===== src/rtl/sfl_uma_pkg.sv =====
// Shared types for the SPI flash software-transaction engine.
// Assumes the control byte layout is fixed by software: count, address enable,
// direction, select, start (LSB to MSB).
package sfl_uma_pkg;

    typedef struct packed {
        logic       go;     // bit 7: start / busy
        logic [1:0] sel;    // bits 6:5: device select
        logic       wr;     // bit 4: write data phase
        logic       aen;    // bit 3: address phase enable
        logic [2:0] cnt;    // bits 2:0: data byte count
    } uma_ctrl_t;

    typedef enum logic [1:0] {
        ST_IDLE   = 2'd0,
        ST_SETUP  = 2'd1,
        ST_SHIFT  = 2'd2,
        ST_FINISH = 2'd3
    } seq_state_t;

endpackage


===== src/rtl/sfl_uma_regs.sv =====
// Byte-wide register file: command, address bytes, data bytes, control and
// select-hold. Assumes one access per cycle; all writes are blocked while the
// start bit is set. The sequencer returns read bytes and a done pulse.
module sfl_uma_regs
    import sfl_uma_pkg::*;
#(
    parameter int ADDR_BYTES = 3,
    parameter int DATA_BYTES = 4,
    parameter int NUM_CS     = 4,
    parameter int DSEL_W     = $clog2(DATA_BYTES)
) (
    input  logic                             clk,
    input  logic                             rst_n,
    input  logic                             reg_wr,
    input  logic [3:0]                       reg_addr,
    input  logic [7:0]                       reg_wdata,
    output logic [7:0]                       reg_rdata,
    input  logic                             done,
    input  logic                             rx_we,
    input  logic [DSEL_W-1:0]                rx_idx,
    input  logic [7:0]                       rx_byte,
    output logic [7:0]                       opcode_q,
    output logic [ADDR_BYTES-1:0][7:0]       addr_q,
    output logic [DATA_BYTES-1:0][7:0]       data_q,
    output uma_ctrl_t                        ctrl_q,
    output logic [NUM_CS-1:0]                hold_q
);

    localparam logic [3:0] OFF_OPC  = 4'd0;
    localparam logic [3:0] OFF_ADDR = 4'd1;
    localparam logic [3:0] OFF_DATA = 4'(1 + ADDR_BYTES);
    localparam logic [3:0] OFF_CTRL = 4'(1 + ADDR_BYTES + DATA_BYTES);
    localparam logic [3:0] OFF_HOLD = 4'(2 + ADDR_BYTES + DATA_BYTES);

    logic wr_ok;
    assign wr_ok = reg_wr && !ctrl_q.go;

    // Register update: software writes when idle, busy clear and read capture.
    always_ff @(posedge clk) begin
        if (!rst_n) begin
            opcode_q <= '0;
            addr_q   <= '0;
            data_q   <= '0;
            ctrl_q   <= '0;
            hold_q   <= '1;
        end else begin
            if (done)
                ctrl_q.go <= 1'b0;
            if (wr_ok) begin
                if (reg_addr == OFF_OPC)
                    opcode_q <= reg_wdata;
                for (int i = 0; i < ADDR_BYTES; i++)
                    if (reg_addr == OFF_ADDR + 4'(i))
                        addr_q[i] <= reg_wdata;
                for (int i = 0; i < DATA_BYTES; i++)
                    if (reg_addr == OFF_DATA + 4'(i))
                        data_q[i] <= reg_wdata;
                if (reg_addr == OFF_CTRL)
                    ctrl_q <= uma_ctrl_t'(reg_wdata);
                if (reg_addr == OFF_HOLD)
                    hold_q <= reg_wdata[NUM_CS-1:0];
            end
            if (rx_we)
                data_q[rx_idx] <= rx_byte;
        end
    end

    // Read mux: combinational view of the register at reg_addr.
    always_comb begin
        reg_rdata = '0;
        if (reg_addr == OFF_OPC)
            reg_rdata = opcode_q;
        for (int i = 0; i < ADDR_BYTES; i++)
            if (reg_addr == OFF_ADDR + 4'(i))
                reg_rdata = addr_q[i];
        for (int i = 0; i < DATA_BYTES; i++)
            if (reg_addr == OFF_DATA + 4'(i))
                reg_rdata = data_q[i];
        if (reg_addr == OFF_CTRL)
            reg_rdata = ctrl_q;
        if (reg_addr == OFF_HOLD)
            reg_rdata = 8'(hold_q);
    end

    // the done pulse from the sequencer clears the busy bit on the next edge.
    p_busy_clear_r2: assert property (@(posedge clk) disable iff (!rst_n)
        done |=> !ctrl_q.go);

    // writes while busy leave the registers unchanged.
    p_locked_r10: assert property (@(posedge clk) disable iff (!rst_n)
        (ctrl_q.go && reg_wr) |=> ($stable(opcode_q) && $stable(hold_q) && $stable(addr_q)));

endmodule


===== src/rtl/sfl_uma_seq.sv =====
// Transfer sequencer: walks the command, address and data bytes, produces a
// half-rate mode-0 SCK, drives MOSI MSB first and captures MISO on rising SCK.
// Assumes the control fields stay stable while busy (the register file enforces it).
module sfl_uma_seq
    import sfl_uma_pkg::*;
#(
    parameter int ADDR_BYTES = 3,
    parameter int DATA_BYTES = 4,
    parameter int DSEL_W     = $clog2(DATA_BYTES)
) (
    input  logic                       clk,
    input  logic                       rst_n,
    input  logic                       busy,
    input  logic [2:0]                 cnt,
    input  logic                       aen,
    input  logic                       wr,
    input  logic [7:0]                 opcode_q,
    input  logic [ADDR_BYTES-1:0][7:0] addr_q,
    input  logic [DATA_BYTES-1:0][7:0] data_q,
    input  logic                       spi_miso,
    output logic                       spi_sck,
    output logic                       spi_mosi,
    output logic                       active,
    output logic                       done,
    output logic                       rx_we,
    output logic [DSEL_W-1:0]          rx_idx,
    output logic [7:0]                 rx_byte
);

    localparam int TOT_W  = $clog2(1 + ADDR_BYTES + DATA_BYTES + 1);
    localparam int ASEL_W = $clog2(ADDR_BYTES);

    seq_state_t         state;
    logic [TOT_W-1:0]   byte_idx;
    logic [2:0]         bit_idx;
    logic               sck_q;
    logic [7:0]         rx_sh;

    logic [2:0]         cnt_eff;
    logic [TOT_W-1:0]   pre_len;
    logic [TOT_W-1:0]   n_bytes;
    logic               is_data;
    logic [DSEL_W-1:0]  data_idx;
    logic [ASEL_W-1:0]  addr_idx;
    logic [7:0]         cur_byte;

    // Byte plan: clamp count, prefix length and total length.
    always_comb begin
        cnt_eff  = (cnt > 3'(DATA_BYTES)) ? 3'(DATA_BYTES) : cnt;
        pre_len  = aen ? TOT_W'(1 + ADDR_BYTES) : TOT_W'(1);
        n_bytes  = pre_len + TOT_W'(cnt_eff);
        is_data  = (byte_idx >= pre_len);
        data_idx = DSEL_W'(byte_idx - pre_len);
        addr_idx = ASEL_W'(TOT_W'(ADDR_BYTES) - byte_idx);
    end

    // Byte select: command, then address high to low, then data or zero fill.
    always_comb begin
        if (byte_idx == '0)
            cur_byte = opcode_q;
        else if (!is_data)
            cur_byte = addr_q[addr_idx];
        else if (wr)
            cur_byte = data_q[data_idx];
        else
            cur_byte = 8'h00;
    end

    // Sequencer state, bit/byte counters, SCK phase and MISO capture.
    always_ff @(posedge clk) begin
        if (!rst_n) begin
            state    <= ST_IDLE;
            byte_idx <= '0;
            bit_idx  <= '0;
            sck_q    <= 1'b0;
            rx_sh    <= '0;
        end else begin
            case (state)
                ST_IDLE: begin
                    byte_idx <= '0;
                    bit_idx  <= '0;
                    sck_q    <= 1'b0;
                    if (busy)
                        state <= ST_SETUP;
                end
                ST_SETUP: state <= ST_SHIFT;
                ST_SHIFT: begin
                    if (!sck_q) begin
                        sck_q <= 1'b1;
                        rx_sh <= {rx_sh[6:0], spi_miso};
                    end else begin
                        sck_q   <= 1'b0;
                        bit_idx <= bit_idx + 3'd1;
                        if (bit_idx == 3'd7) begin
                            if (byte_idx == n_bytes - TOT_W'(1))
                                state <= ST_FINISH;
                            else
                                byte_idx <= byte_idx + TOT_W'(1);
                        end
                    end
                end
                default: state <= ST_IDLE;
            endcase
        end
    end

    assign spi_sck  = sck_q;
    assign spi_mosi = (state == ST_SHIFT) ? cur_byte[3'd7 - bit_idx] : 1'b0;
    assign active   = (state != ST_IDLE);
    assign done     = (state == ST_FINISH);
    assign rx_we    = (state == ST_SHIFT) && sck_q && (bit_idx == 3'd7) && is_data && !wr;
    assign rx_idx   = data_idx;
    assign rx_byte  = rx_sh;

    // SCK is low outside the shift phase (mode 0 idle level).
    p_sck_idle_low_r4: assert property (@(posedge clk) disable iff (!rst_n)
        (state != ST_SHIFT) |-> !spi_sck);

    // SCK toggles on every cycle of the shift phase.
    p_sck_toggle_r11: assert property (@(posedge clk) disable iff (!rst_n)
        ((state == ST_SHIFT) && ($past(state) == ST_SHIFT)) |-> (spi_sck != $past(spi_sck)));

    // the finish state is only reached from the shift phase.
    p_finish_after_shift_r2: assert property (@(posedge clk) disable iff (!rst_n)
        (state == ST_FINISH) |-> ($past(state) == ST_SHIFT));

endmodule


===== src/rtl/sfl_uma_csel.sv =====
// Chip-select decode: a select is low when the running transaction picks it
// or when its hold bit is 0. Assumes hold bits are active-low.
module sfl_uma_csel #(
    parameter int NUM_CS = 4,
    parameter int SEL_W  = $clog2(NUM_CS)
) (
    input  logic              clk,
    input  logic              rst_n,
    input  logic              active,
    input  logic [SEL_W-1:0]  sel,
    input  logic [NUM_CS-1:0] hold_q,
    output logic [NUM_CS-1:0] spi_cs_n
);

    // One decoder per select line.
    for (genvar g = 0; g < NUM_CS; g++) begin : g_cs
        assign spi_cs_n[g] = ~((active && (sel == SEL_W'(g))) || !hold_q[g]);
    end

    // with no hold bit active, at most one select is low.
    p_single_sel_r8: assert property (@(posedge clk) disable iff (!rst_n)
        (&hold_q) |-> $onehot0(~spi_cs_n));

endmodule


===== src/rtl/sfl_uma_engine.sv =====
// Top of the SPI flash software-transaction engine: register file, transfer
// sequencer and chip-select decode. Assumes a single-lane, single-rate flash bus
// clocked at half the register clock.
module sfl_uma_engine
    import sfl_uma_pkg::*;
#(
    parameter int ADDR_BYTES = 3,
    parameter int DATA_BYTES = 4,
    parameter int NUM_CS     = 4
) (
    input  logic        clk,
    input  logic        rst_n,
    input  logic        reg_wr,
    input  logic [3:0]  reg_addr,
    input  logic [7:0]  reg_wdata,
    output logic [7:0]  reg_rdata,
    output logic        spi_sck,
    output logic        spi_mosi,
    input  logic        spi_miso,
    output logic [3:0]  spi_cs_n
);

    localparam int DSEL_W = $clog2(DATA_BYTES);
    localparam int SEL_W  = $clog2(NUM_CS);

    logic [7:0]                 opcode_q;
    logic [ADDR_BYTES-1:0][7:0] addr_q;
    logic [DATA_BYTES-1:0][7:0] data_q;
    uma_ctrl_t                  ctrl_q;
    logic [NUM_CS-1:0]          hold_q;
    logic                       active, done, rx_we;
    logic [DSEL_W-1:0]          rx_idx;
    logic [7:0]                 rx_byte;

    sfl_uma_regs #(
        .ADDR_BYTES(ADDR_BYTES), .DATA_BYTES(DATA_BYTES), .NUM_CS(NUM_CS), .DSEL_W(DSEL_W)
    ) u_regs (
        .clk(clk), .rst_n(rst_n), .reg_wr(reg_wr), .reg_addr(reg_addr),
        .reg_wdata(reg_wdata), .reg_rdata(reg_rdata), .done(done),
        .rx_we(rx_we), .rx_idx(rx_idx), .rx_byte(rx_byte),
        .opcode_q(opcode_q), .addr_q(addr_q), .data_q(data_q),
        .ctrl_q(ctrl_q), .hold_q(hold_q)
    );

    sfl_uma_seq #(
        .ADDR_BYTES(ADDR_BYTES), .DATA_BYTES(DATA_BYTES), .DSEL_W(DSEL_W)
    ) u_seq (
        .clk(clk), .rst_n(rst_n), .busy(ctrl_q.go), .cnt(ctrl_q.cnt),
        .aen(ctrl_q.aen), .wr(ctrl_q.wr), .opcode_q(opcode_q), .addr_q(addr_q),
        .data_q(data_q), .spi_miso(spi_miso), .spi_sck(spi_sck), .spi_mosi(spi_mosi),
        .active(active), .done(done), .rx_we(rx_we), .rx_idx(rx_idx), .rx_byte(rx_byte)
    );

    sfl_uma_csel #(
        .NUM_CS(NUM_CS), .SEL_W(SEL_W)
    ) u_csel (
        .clk(clk), .rst_n(rst_n), .active(active), .sel(ctrl_q.sel),
        .hold_q(hold_q), .spi_cs_n(spi_cs_n)
    );

    // the chosen select is low for the whole transaction.
    p_sel_low_busy_r8: assert property (@(posedge clk) disable iff (!rst_n)
        active |-> !spi_cs_n[ctrl_q.sel]);

    // a cleared hold bit keeps its select low.
    p_hold_keeps_low_r9: assert property (@(posedge clk) disable iff (!rst_n)
        (!hold_q[0] && $past(!hold_q[0])) |-> !spi_cs_n[0]);

endmodule


===== config.mk =====
export PLATFORM = sky130hd
export DESIGN_NAME = sfl_uma_engine
export DESIGN_NICKNAME = d
export VERILOG_FILES = /design/src/rtl/sfl_uma_pkg.sv /design/src/rtl/sfl_uma_regs.sv /design/src/rtl/sfl_uma_seq.sv /design/src/rtl/sfl_uma_csel.sv /design/src/rtl/sfl_uma_engine.sv
export SDC_FILE = /design/constraint.sdc
export NUM_CORES = 1
export LEC_CHECK = 0
export ABC_AREA = 0
export CORE_MARGIN = 1.5
export CORE_UTILIZATION = 62
export CTS_CLUSTER_DIAMETER = 150
export DETAILED_ROUTE_END_ITERATION = 12
export PLACE_DENSITY = 0.81
export SETUP_SLACK_MARGIN = 0.05
export SYNTH_ARGS = -nofsm -noshare
export SYNTH_HDL_FRONTEND = slang
export SYNTH_HIERARCHICAL = 1
export SYNTH_SLANG_ARGS = --single-unit
export TNS_END_PERCENT = 10

===== constraint.sdc =====
create_clock -name clk -period 7.3 [get_ports clk]
set_clock_uncertainty 0.1 [all_clocks]
set_input_delay 1.095 -clock clk [delete_from_list [all_inputs] [get_ports clk]]
set_output_delay 1.095 -clock clk [all_outputs]
set_load 0.1 [all_outputs]

# Word level (Yosys, flattened, before mapping)
# Cells that the tools add are included.
# Widths: inputs -> output; s select.
# word_totals
out_inout_bits,14
word_cells,143
inputBits,16
regBits,94
# classes
n_eq_ne,22
n_reduce_logical,36
order_cmp,6
n_mux,48
n_addsub,7
bitwise,5
# ops
op,count
$mux 8,22
$mux 32,3
$bmux 8 s2,2
$bwmux 32,1
$demux 8 s2,1
$eq 4x3->1 const B,4
$reduce_and 2->1,8
$mux 4,3
$logic_and 1x1->1,10
$mux 3,3
$eq 2x2->1 const B,4
$eq 4x2->1 const B,2
$eq 4x4->1 const B,2
$logic_not 4->1,2
$mux 2,4
$pmux 4 s2,1
$reduce_and 4->1,2
$logic_not 1->1,6
$lt 2x3->1 const B,2
$ne 2x1->1 const B,3
$pmux 2 s3,1
$pmux 3 s2,1
$not 1->1,5
$add 3x3->4,1
21 further kinds,31

# Longest topological paths before layout
# Gate-level depths: netlist (run 1).
# depth
depth_word,11
depth_mapped,13
ltp_nobuf,13

# Cells and area by module
# The synthesis (run 1) kept the hierarchy.
# by_module_without_submodules
module,seq_area_each_um2,n_inst,area_each_um2,cells_per_inst
sfl_uma_regs,1521.5,1,3945.0,460
sfl_uma_seq,360.3,1,1780.5,203
sfl_uma_csel,0.0,1,53.8,7

# Worst setup path before layout (run 1)
# Ideal clock, no wire load.
# synth_path
path_kind,input to output
start,input reg_addr[1]
end,output reg_rdata[5]
setup_slack_ns,2.132
t_arrival_ns,3.973
n_path_buf,2
stages,6
path_cell_list,buf_2 -> buf_1 -> nand2_1 -> o22ai_1 -> mux2i_1 -> o21ai_0
# synth_between
elab_chain_len,11
elab_cells_between_ends,20
# synth_rtl
element,line,text
"start, declared",sfl_uma_engine.sv:14,"input logic [3:0] reg_addr,"
$logic_not 4->1,sfl_uma_regs.sv:71,if (reg_addr == OFF_OPC)
$mux 8,sfl_uma_regs.sv:71,
$mux 8 (3 in a row),sfl_uma_regs.sv:74,if (reg_addr == OFF_ADDR + 4'(i))
$mux 8 (4 in a row),sfl_uma_regs.sv:77,if (reg_addr == OFF_DATA + 4'(i))
$mux 8,sfl_uma_regs.sv:79,if (reg_addr == OFF_CTRL)
$mux 8 *,sfl_uma_regs.sv:81,if (reg_addr == OFF_HOLD)
"end, declared",sfl_uma_engine.sv:16,"output logic [7:0] reg_rdata,"
# Every way passes the cells marked *; elsewhere a longest branch is shown, timed or not.

# Worst setup path after layout (run 1)
# layout_path
start,register u_seq.byte_idx[0]
end,output spi_mosi
# layout_between
elab_chain_len,9
elab_cells_between_ends,14
# layout_rtl
element,line,text
"start, declared",sfl_uma_seq.sv:34,logic [TOT_W-1:0] byte_idx;
"start signal, assigned",sfl_uma_seq.sv:98,byte_idx <= byte_idx + TOT_W'(1);
$sub 2x2->2,sfl_uma_seq.sv:53,data_idx = DSEL_W'(byte_idx - pre_len);
$bmux 8 s2,sfl_uma_seq.sv:64,cur_byte = data_q[data_idx];
$mux 8 (implied by the code),sfl_uma_seq.sv:64,
$mux 8,sfl_uma_seq.sv:63,else if (wr)
$mux 8,sfl_uma_seq.sv:61,else if (!is_data)
$mux 8 *,sfl_uma_seq.sv:59,if (byte_idx == '0)
$bmux 1 s3 *,sfl_uma_seq.sv:108,assign spi_mosi = (state == ST_SHIFT) ? cur_byte[3'd7 - bit_idx] : 1'b0;
$mux 1 (implied by the code) *,sfl_uma_seq.sv:108,
$mux 1 *,sfl_uma_seq.sv:108,
"end, declared",sfl_uma_engine.sv:18,"output logic spi_mosi,"
# Every way passes the cells marked *; elsewhere a longest branch is shown, timed or not. The select of a mux whose other input is x is not followed.

==> results of run 1 <==
-- Yosys cell counts, drive strengths merged, types with 3 or more instances --
library cell   n  area share
o2bb2ai        4      0.0061
a22oi          4      0.0052
clkbuf        30       0.020
nor3b          4      0.0071
a211oi         5      0.0074
and3           7      0.0076
mux2i         65        0.11
buf           26       0.026
nand2         74       0.049
a31oi          8      0.0087
ha            14       0.030
inv           23       0.015
nor2b         31       0.035
a221o          3      0.0052
a32oi          4      0.0061
o22ai          3      0.0032
nand3         39       0.035
nand2b         6      0.0065
nor3           5      0.0043
a21oi         48       0.042
a21boi        35       0.047
a221oi         4      0.0061
dfxtp         94        0.33
mux2           8       0.016
nand3b         5      0.0065
nor2          17       0.011
xnor2          3      0.0045
mux4          10       0.043
o21a           5      0.0065
o21ai         51       0.044
-- per-layer routing --
layer	routed length [µm]	vias to the layer above	share of wire
li1	-	2401	-
met1	7300	2430	0.45
met2	7650	209	0.47
met3	1060	29	0.065
met4	301	0	0.018
met5	0	-	0
-- final cells by class --
class,instances,area [µm²]
Clock buffer,11,141
Clock inverter,5,33.8
Fill cell,765,2990
Inverter,23,86.3
Multi-Input combinational cell,497,3550
Sequential cell,94,1880
Tap cell,111,139
Timing Repair Buffer,37,335
-- through the flow --
step	std cells	hold slack, ns	instance area, µm²	utilization
after floorplan	670	0.350	5780	-
after global placement	762	0.369	5990	0.655
after detailed placement	762	0.379	5990	0.655
after CTS	778	0.392	6170	0.674
after global routing	778	0.429	6170	0.674
final	778	0.394	6170	0.674
-- worst max path at each step --
stage,startpoint,end,slack (ns),depth (start not counted)
after global placement,reg_addr[0],reg_rdata[7],1.91,6
after floorplan,reg_addr[1],reg_rdata[5],2.13,6
after CTS,u_seq/byte_idx[0],spi_mosi,1.68,9
after global routing,u_seq/byte_idx[0],spi_mosi,1.41,9
after detailed placement,reg_addr[0],reg_rdata[7],1.87,6
final,u_seq/byte_idx[0],spi_mosi,1.69,9
-- worst max-delay path, delay by kind of cell, from the launching register on --
| kind | cells | cell delay [ns] |
|---|---|---|
| AO/OA/AOI/OAI | 2 | 0.28 |
| flip-flops | 1 | 0.62 |
| adder cells (fa/ha/maj) | 1 | 0.67 |
| buffers and inverters | 2 | 1.34 |
| multiplexers | 1 | 0.38 |
| AND/OR/NAND/NOR | 3 | 0.75 |
-- flip-flops by register name, summed over array words and instances, names as in the netlist --
| signal | cells |
|---|---|
| u_regs/ctrl_q | 8 |
| u_regs/hold_q | 4 |
| u_seq/bit_idx | 3 |
| u_regs/opcode_q | 8 |
| u_regs/addr_q | 24 |
| u_seq/rx_byte | 8 |
| u_seq/spi_sck | 1 |
| u_seq/state | 2 |
| u_regs/data_q | 32 |
| u_seq/byte_idx | 4 |
-- power by group --
part,switching (W),internal (W)
combinational,0.000119,0.0000577
sequential,0.00000902,0.000520
clock,0.000182,0.000134
-- logic make-up (layout without fill, tap and decap cells) --
kind of cell               Yosys count  in the layout  share of synthesized area
AOI/OAI and AO/OA                  192            192                      0.214
xor gates and xnor gates             6              6                     0.0117
adders and majority gates           15             15                     0.0338
buffers and inverters               79             76                     0.0604
DFF                                 94             94                      0.326
muxes                               83             83                      0.171
and+or+nand+nor                    201            201                      0.183
-- layout by cell type (no fill, tap or decap), types with 7 or more instances in the layout --
cell	n
sky130_fd_sc_hd__a21boi_0	32
sky130_fd_sc_hd__a21oi_1	48
sky130_fd_sc_hd__a31oi_1	8
sky130_fd_sc_hd__and3_1	7
sky130_fd_sc_hd__buf_4	12
sky130_fd_sc_hd__clkbuf_8	10
sky130_fd_sc_hd__clkdlybuf4s50_1	24
sky130_fd_sc_hd__dfxtp_1	94
sky130_fd_sc_hd__ha_1	14
sky130_fd_sc_hd__inv_1	23
sky130_fd_sc_hd__mux2_2	7
sky130_fd_sc_hd__mux2i_1	65
sky130_fd_sc_hd__nand2_1	71
sky130_fd_sc_hd__nand3_1	38
sky130_fd_sc_hd__nor2_1	17
sky130_fd_sc_hd__nor2b_1	29
sky130_fd_sc_hd__o21ai_0	49
==> results.md, run 1 <==
Critical path:
- At the worst endpoint, the required time is 6.11 ns.
- The critical path in this run is classified as flop to output pin.
- The startpoint of the worst register-to-register path is u_seq/byte_idx[0].
- The signal on the critical path passes through inv_1, ha_1, mux4_1, nand2_1, a31oi_1, o211ai_1, or3_1, nor4_2, clkdlybuf4s50_1.
- The setup check on the worst reg-to-reg path leaves a slack of 3.40 ns.
- In this design, the stage delay of the slowest critical-path cell is 1.17 ns.
- The largest individual stage delay along the critical path comes from the cell sky130_fd_sc_hd__clkdlybuf4s50_1.
- The kind of capture point of the worst setup path is an output pin.
- The worst register-to-register path has a depth of 8.
- The endpoint identified for the worst register-to-register timing path is u_regs/data_q[11].
- The kind of launch point of the worst setup path is a flop.
- Of all nets on the critical path, the largest fanout is 13.
- The arrival time at the worst endpoint is 4.41 ns.

Drt:
- Wires add up to 16.3 mm.
- The first detailed-routing pass ran for 6 iterations.
- The total via count in the routed design is 5,069.
- After detailed routing, the average wire length per cell comes to 20.9 µm.
- The detail route stage leaves a number of antenna-violating nets equal to 0.
- After detailed routing, the number of vias per cell comes to 6.52.
- After detailed routing, the number of remaining DRC violations is 0.
- The detailed router finished its first iteration with 454 violations.

Hold path:
- In this run the most critical hold path is launched from u_regs/addr_q[2].
- The tightest min-delay check is of the flop to flop type.
- The worst hold path terminates at u_regs/addr_q[2].
- The count of cells along the worst hold path is 2.

Floorplanning:
- The die covers 9910 µm².
- The floorplan has 35 rows.
- The vertical die dimension is 99.5 µm.
- The top-level port count is 30.
- The core region is 9150 µm².
- The initial utilization of the core area, before any placement, comes to 0.631.
- The die is 99.5 µm wide.

Clock network:
- The clock slew seen by the registers of the worst setup and hold paths is 0.10 ns.
- Hold repair after CTS inserted 0 buffers.
- The tree built by TritonCTS fans out to 94 sinks.
- The clock latency reported for the late side of the worst-skew pair is 0.36 ns.
- The number of cells upsized or downsized after cts is 0.
- The total setup buffers inserted after CTS is 0.
- The clock tree synthesis step divided the H-tree into 3 levels.
- The number of buffers inserted during clock tree synthesis is 9.
- Counting along the longest clock path gives a buffer depth of 2.
- The clock tree from TritonCTS is done.
- The root buffer cell chosen for the clock tree is sky130_fd_sc_hd__clkbuf_8.

Layout:
- At the end of the flow, the number of nets in the layout was 693.
- The number of diodes added for antenna fixing is 0.
- In the final layout, the share of cells above drive strength 1 is 0.0795.
- Compared with the post-synthesis result, the final layout area differs by 6.69%.

STA:
- Setup repair after global routing left no endpoint under its margin.
- Of the available clock period, the critical path in the final layout requires 0.768.
- The maximum clock frequency is 0.178 GHz.
- The headroom to the max-slew limit is 0.316.
- The final critical-path setup slack is 1.69 ns.
- After layout, the minimum clock period comes to 5.61 ns.
- The transition at the pin with the smallest max-transition slack is 1.02 ns.
- The final count of hold timing violations is 0.
- The sum of negative setup slack is 0 ns.
- The number of setup violations in the final report is 0.
- The number of slew-limit violations in the final report is 0.

Synth:
- The sequential fraction of the synthesis area is 0.326.
- The number of nets in the synthesized netlist is 701.
- Yosys printed 6 warnings.
- The netlist uses 72 different library cells.
- The post-synth design cell area is 5780 µm².
- The number of synthesized flops with an enable pin is 0.
- Synthesis produced 670 cells.
- The average footprint of a synthesized cell is 8.63 µm².
- Counting flops with an async set or reset pin after synthesis yields a share of 0.
- The flip-flop and latch count after synthesis is 94.
- The leading register cell type out of synthesis is sky130_fd_sc_hd__dfxtp_1.

Pwr:
- Across the VDD grid, the largest voltage drop is 0.0000947 V.
- The power density over cell area is 166 nW/µm².
- Summed over all cells, the static leakage comes to 2.31 nW.
- The sum of internal, switching and leakage power is 0.00102 W.

Placement:
- OpenSTA, run right after detailed placement, puts the worst setup slack at 1.87 ns.
- The number of input and output port buffers inserted is 29.
- The final weighted congestion of routability-driven global placement is 0.942.
- The placed wire-length estimate is 11.9 mm.

Global route:
- In the global route stage, met2 resource usage came out at 0.548.
- For this run, the total global-route usage over all layers was measured as 0.337.
- The met3 global-route usage is 0.0394.
- The via count of the first global-routing pass is 4,745.
- The initial antenna violation count was 0.
- The most utilized layer in the global route result is met2.
- The global routing met1 resource utilization is 0.472.
- The first global-routing pass estimated 26.0 mm of wire.
- The pin count of the biggest net entering global routing is 94.
- Global routing finished with a remaining overflow of 0.

Job:
- The max-cap check violation count is 0.

Status:
- The flow ran to the end, and the final reports show no timing, DRC or antenna violations.
(Power assumes the default switching activity.)
==> run 2, diff against run 1 <==
- CORE_UTILIZATION: 62 -> 61
- PLACE_DENSITY: 0.81 -> 0.8
- clock period: 7.3 -> 5.3 ns (I/O delays scaled with it)
==> run 2 against run 1 <==
  * Register-to-register slack got worse by 1.9 ns
  * Sequential share of layout area decreased by 0.84 points
  * Clock-buffer cell count decreased by 2
  * Sequential cell count unchanged
  * Hold slack improved by 0.0084 ns
  * Critical path depth increased by 1
  * Wire length rose by 0.94%
  * First-iteration DRC count fell by 5.5%
  * Critical endpoint unchanged
==> results.md, run 2 (same netlist as run 1, synthesis figures left out) <==
Status:
- The run finished with clean final reports.

Clock network:
- The clock tree from TritonCTS is done.
- The clock latency reported for the late side of the worst-skew pair is 0.37 ns (about the same).
- The number of clock sinks seen by CTS came to 94 (unchanged).
- The number of H-tree branching levels is 3 (unchanged).
- The maximum buffer depth of the clock tree is 2 (unchanged).
- The number of hold-repair buffers added at the cts stage is 0 (unchanged).
- The number of cells upsized or downsized after cts is 0 (unchanged).
- The clock slew seen by the registers of the worst setup and hold paths was 0.10 ns (about the same).
- The cell sitting at the root of the clock tree is a sky130_fd_sc_hd__clkbuf_8.
- The total setup buffers inserted after CTS is 0 (unchanged).
- The number of buffers inserted during clock tree synthesis is 9 (unchanged).

Layout:
- The total of fill cells in the finished design is 760 (-0.65%).
- The largest registers in the layout are u_regs/data_q (32), u_regs/addr_q (24).
- The count of nets after finishing was 698 (+0.72%).
- The library cell used most frequently in the layout, excluding fill and tap cells, is sky130_fd_sc_hd__dfxtp_1.
- The layout cell share with drive strength beyond 1 is 0.0952 (+0.0158).
- The number of diodes added for antenna fixing is 0 (unchanged).
- Ranked by flip-flop count, first place goes to u_regs/data_q.
- The sequential cell area in the final layout is 1880 µm² (unchanged).
- Compared with the post-synthesis result, the final layout area differs by 9.72%.
- The number of flip-flops in the largest register is 32 (unchanged).
- The core utilization of the finished layout came to 0.690 (+0.0158).
- The multi-input gate area in the final layout came to 3550 µm² (unchanged).
- In the layout the commonest cells are sky130_fd_sc_hd__dfxtp_1 (94), sky130_fd_sc_hd__nand2_1 (71), sky130_fd_sc_hd__mux2i_1 (65).
- The area of all placed cells without fillers is 6340 µm² (+2.8%).

Floorplanning:
- The number of placement rows was 35 (unchanged).
- The chip width came to 100 µm (+0.79%).
- The vertical die dimension is 100 µm (+0.79%).
- The floorplan core area is 9200 µm² (+0.48%).
- The floorplan die area came to 10,100 µm² (+1.6%).
- The top-level port count is 30 (unchanged).
- The effective utilization at floorplan was 0.628 (-0.00301).

STA:
- The transition at the pin with the smallest max-transition slack is 0.974 ns (-0.0483 ns).
- The number of setup violations in the final report is 0 (unchanged).
- The final count of hold timing violations is 0 (unchanged).
- The headroom to the max-slew limit was 0.349 (+0.0323).
- The tightest hold margin was 0.402 ns (+0.00841 ns).
- For this run, the top clock speed supported by timing is 0.230 GHz.
- Setup repair after global routing left no endpoint under its margin.
- The post-layout minimum cycle time is 4.36 ns.
- The number of slew-limit violations in the final report was 0 (unchanged).
- Of the available clock period, the critical path in the final layout requires 0.822.
- The sum of negative setup slack is 0 ns (unchanged).

Pwr:
- The power density over cell area was 240 nW/µm² (+45%).
- The leakage power total is 2.39 nW (+3.5%).
- The sequential power share is 0.479 (-0.039).
- The power share of the combinational group is 0.165 (-0.008).
- The sum of internal, switching and leakage power came to 0.00152 W (+49%).
- The maximum ir drop on the vdd rail was 0.000161 V (+70%).
- The relative contribution of the clock network to total power is 0.356 (+0.047).
- The internal power came to 0.00107 W (+51%).
- The net switching power figure is 0.000446 W (+44%).
- The switching power as a share of total power is 0.293 (-0.0100).

Placement:
- The instance area at placement is 6120 µm² (+2.1%).
- The final weighted congestion of routability-driven global placement is 0.964 (+2.3%).
- The number of input and output port buffers inserted is 29 (unchanged).
- The placed wire-length estimate is 12.0 mm (+0.63%).

Drt:
- The length of the first detailed-routing pass in iterations is 5 (-1).
- The total wire length is 16.5 mm (+0.94%).
- The number of routed nets with antenna violations is 0 (unchanged).
- The total DRC errors in the routed layout was 0 (unchanged).
- The mean routed wirelength per cell is 21.0 µm (+0.30%).
- The total via count in the routed design is 5,196 (+2.5%).
- The DRC marker count from the first detailed-route iteration is 429 (-5.5%).
- The mean number of vias per cell is 6.64 (+1.9%).

Global route:
- The residual overflow from global routing is 0 (unchanged).
- The pin count of the biggest net entering global routing is 94 (unchanged).
- The met2 global-route usage came to 0.552 (+0.00307).
- The met3 global-route usage is 0.0439 (+0.00452).
- The global-route wire length before repair is 26.2 mm (+0.72%).
- The via count of the first global-routing pass was 4,774 (+0.61%).
- The global routing met1 resource utilization is 0.464 (-0.00784).
- The most utilized layer in the global route result is met2.
- The total track usage is 0.338 (+0.00137).
- The initial antenna violation count came to 0 (unchanged).

Hold path:
- The kind of path behind the tightest hold check is flop to flop.

Critical path:
- The critical path goes through buf_4, inv_1, ha_1, mux4_1, nand2_1, a31oi_1, o211ai_1, or3_1, nor4_2, buf_4.
- The kind of capture point of the worst setup path is an output pin.
- The cell type with the highest occurrence count on the critical path is sky130_fd_sc_hd__buf_4.
- The maximum fanout along the worst path is 13 (unchanged).
- The worst setup path is launched from a flop.
- The arrival time at the worst endpoint is 3.46 ns (-0.95 ns).
- The delay of the slowest critical-path stage is 0.64 ns (-0.53 ns).
- The required time of the critical path is 4.41 ns (-1.70 ns).
- The standard cell with the maximum stage delay on the critical path is sky130_fd_sc_hd__ha_1.
- The kind of critical path is flop to output pin.

Job:
- The max-cap check violation count came to 0 (unchanged).
run 2: cell types whose count changed in the layout (fill, tap and decap cells not counted), sizes merged:
cell and delta:
buf +10, bufinv +2, clkbuf -2, clkdlybuf4s50 -5, clkinv -2, inv +2
run 2: worst max-delay path, delay by kind of cell (launching register included):
kind                     cells  cell delay [ns]
flip-flops                   1             0.32
AO/OA/AOI/OAI                2             0.32
multiplexers                 1             0.41
adder cells (fa/ha/maj)      1             0.64
AND/OR/NAND/NOR              3             0.75
buffers and inverters        3             0.62
run 2: per-layer routing:
metal	wire, µm	vias to the layer above	share of wire
met1	7090	2498	0.43
met3	1240	29	0.076
met2	7760	250	0.47
li1	-	2419	-
met4	357	0	0.022
met5	0	-	0
run 2: power by group through the flow:
stage                     registers [W]  logic, W  clock network, W
after global routing           0.000730  0.000267          0.000577
after CTS                      0.000728  0.000247          0.000550
after detailed placement       0.000745  0.000247                 0
after floorplan                0.000742  0.000178                 0
final                          0.000729  0.000251          0.000542
after global placement         0.000744  0.000241                 0
run 2: area by class of cell:
cell class              instances  area share
multi-input cells             497       0.560
flip-flops and latches         94       0.297
repair buffers                 42      0.0726
well taps                     111      0.0219
clock buffers                   9      0.0195
clock inverters                 7      0.0160
inverters                      23      0.0136
run 2: final timing paths:
path | start | cells past startpoint | slack [ns] | end
setup / recovery | u_seq/byte_idx[0] | 10 | 0.94 | spi_mosi
hold / removal | u_seq/state[0] | 2 | 0.40 | u_seq/state[0]
setup reg to reg | u_seq/byte_idx[0] | 9 | 1.53 | u_regs/data_q[14]
hold reg to reg | u_seq/state[0] | 2 | 0.40 | u_seq/state[0]
run 2: stage by stage:
step                      std cells  setup slack [ns]
after CTS                       783              1.02
after global routing            783             0.870
after global placement          767              1.28
final                           783             0.945
after detailed placement        767              1.23
after floorplan                 670             0.713
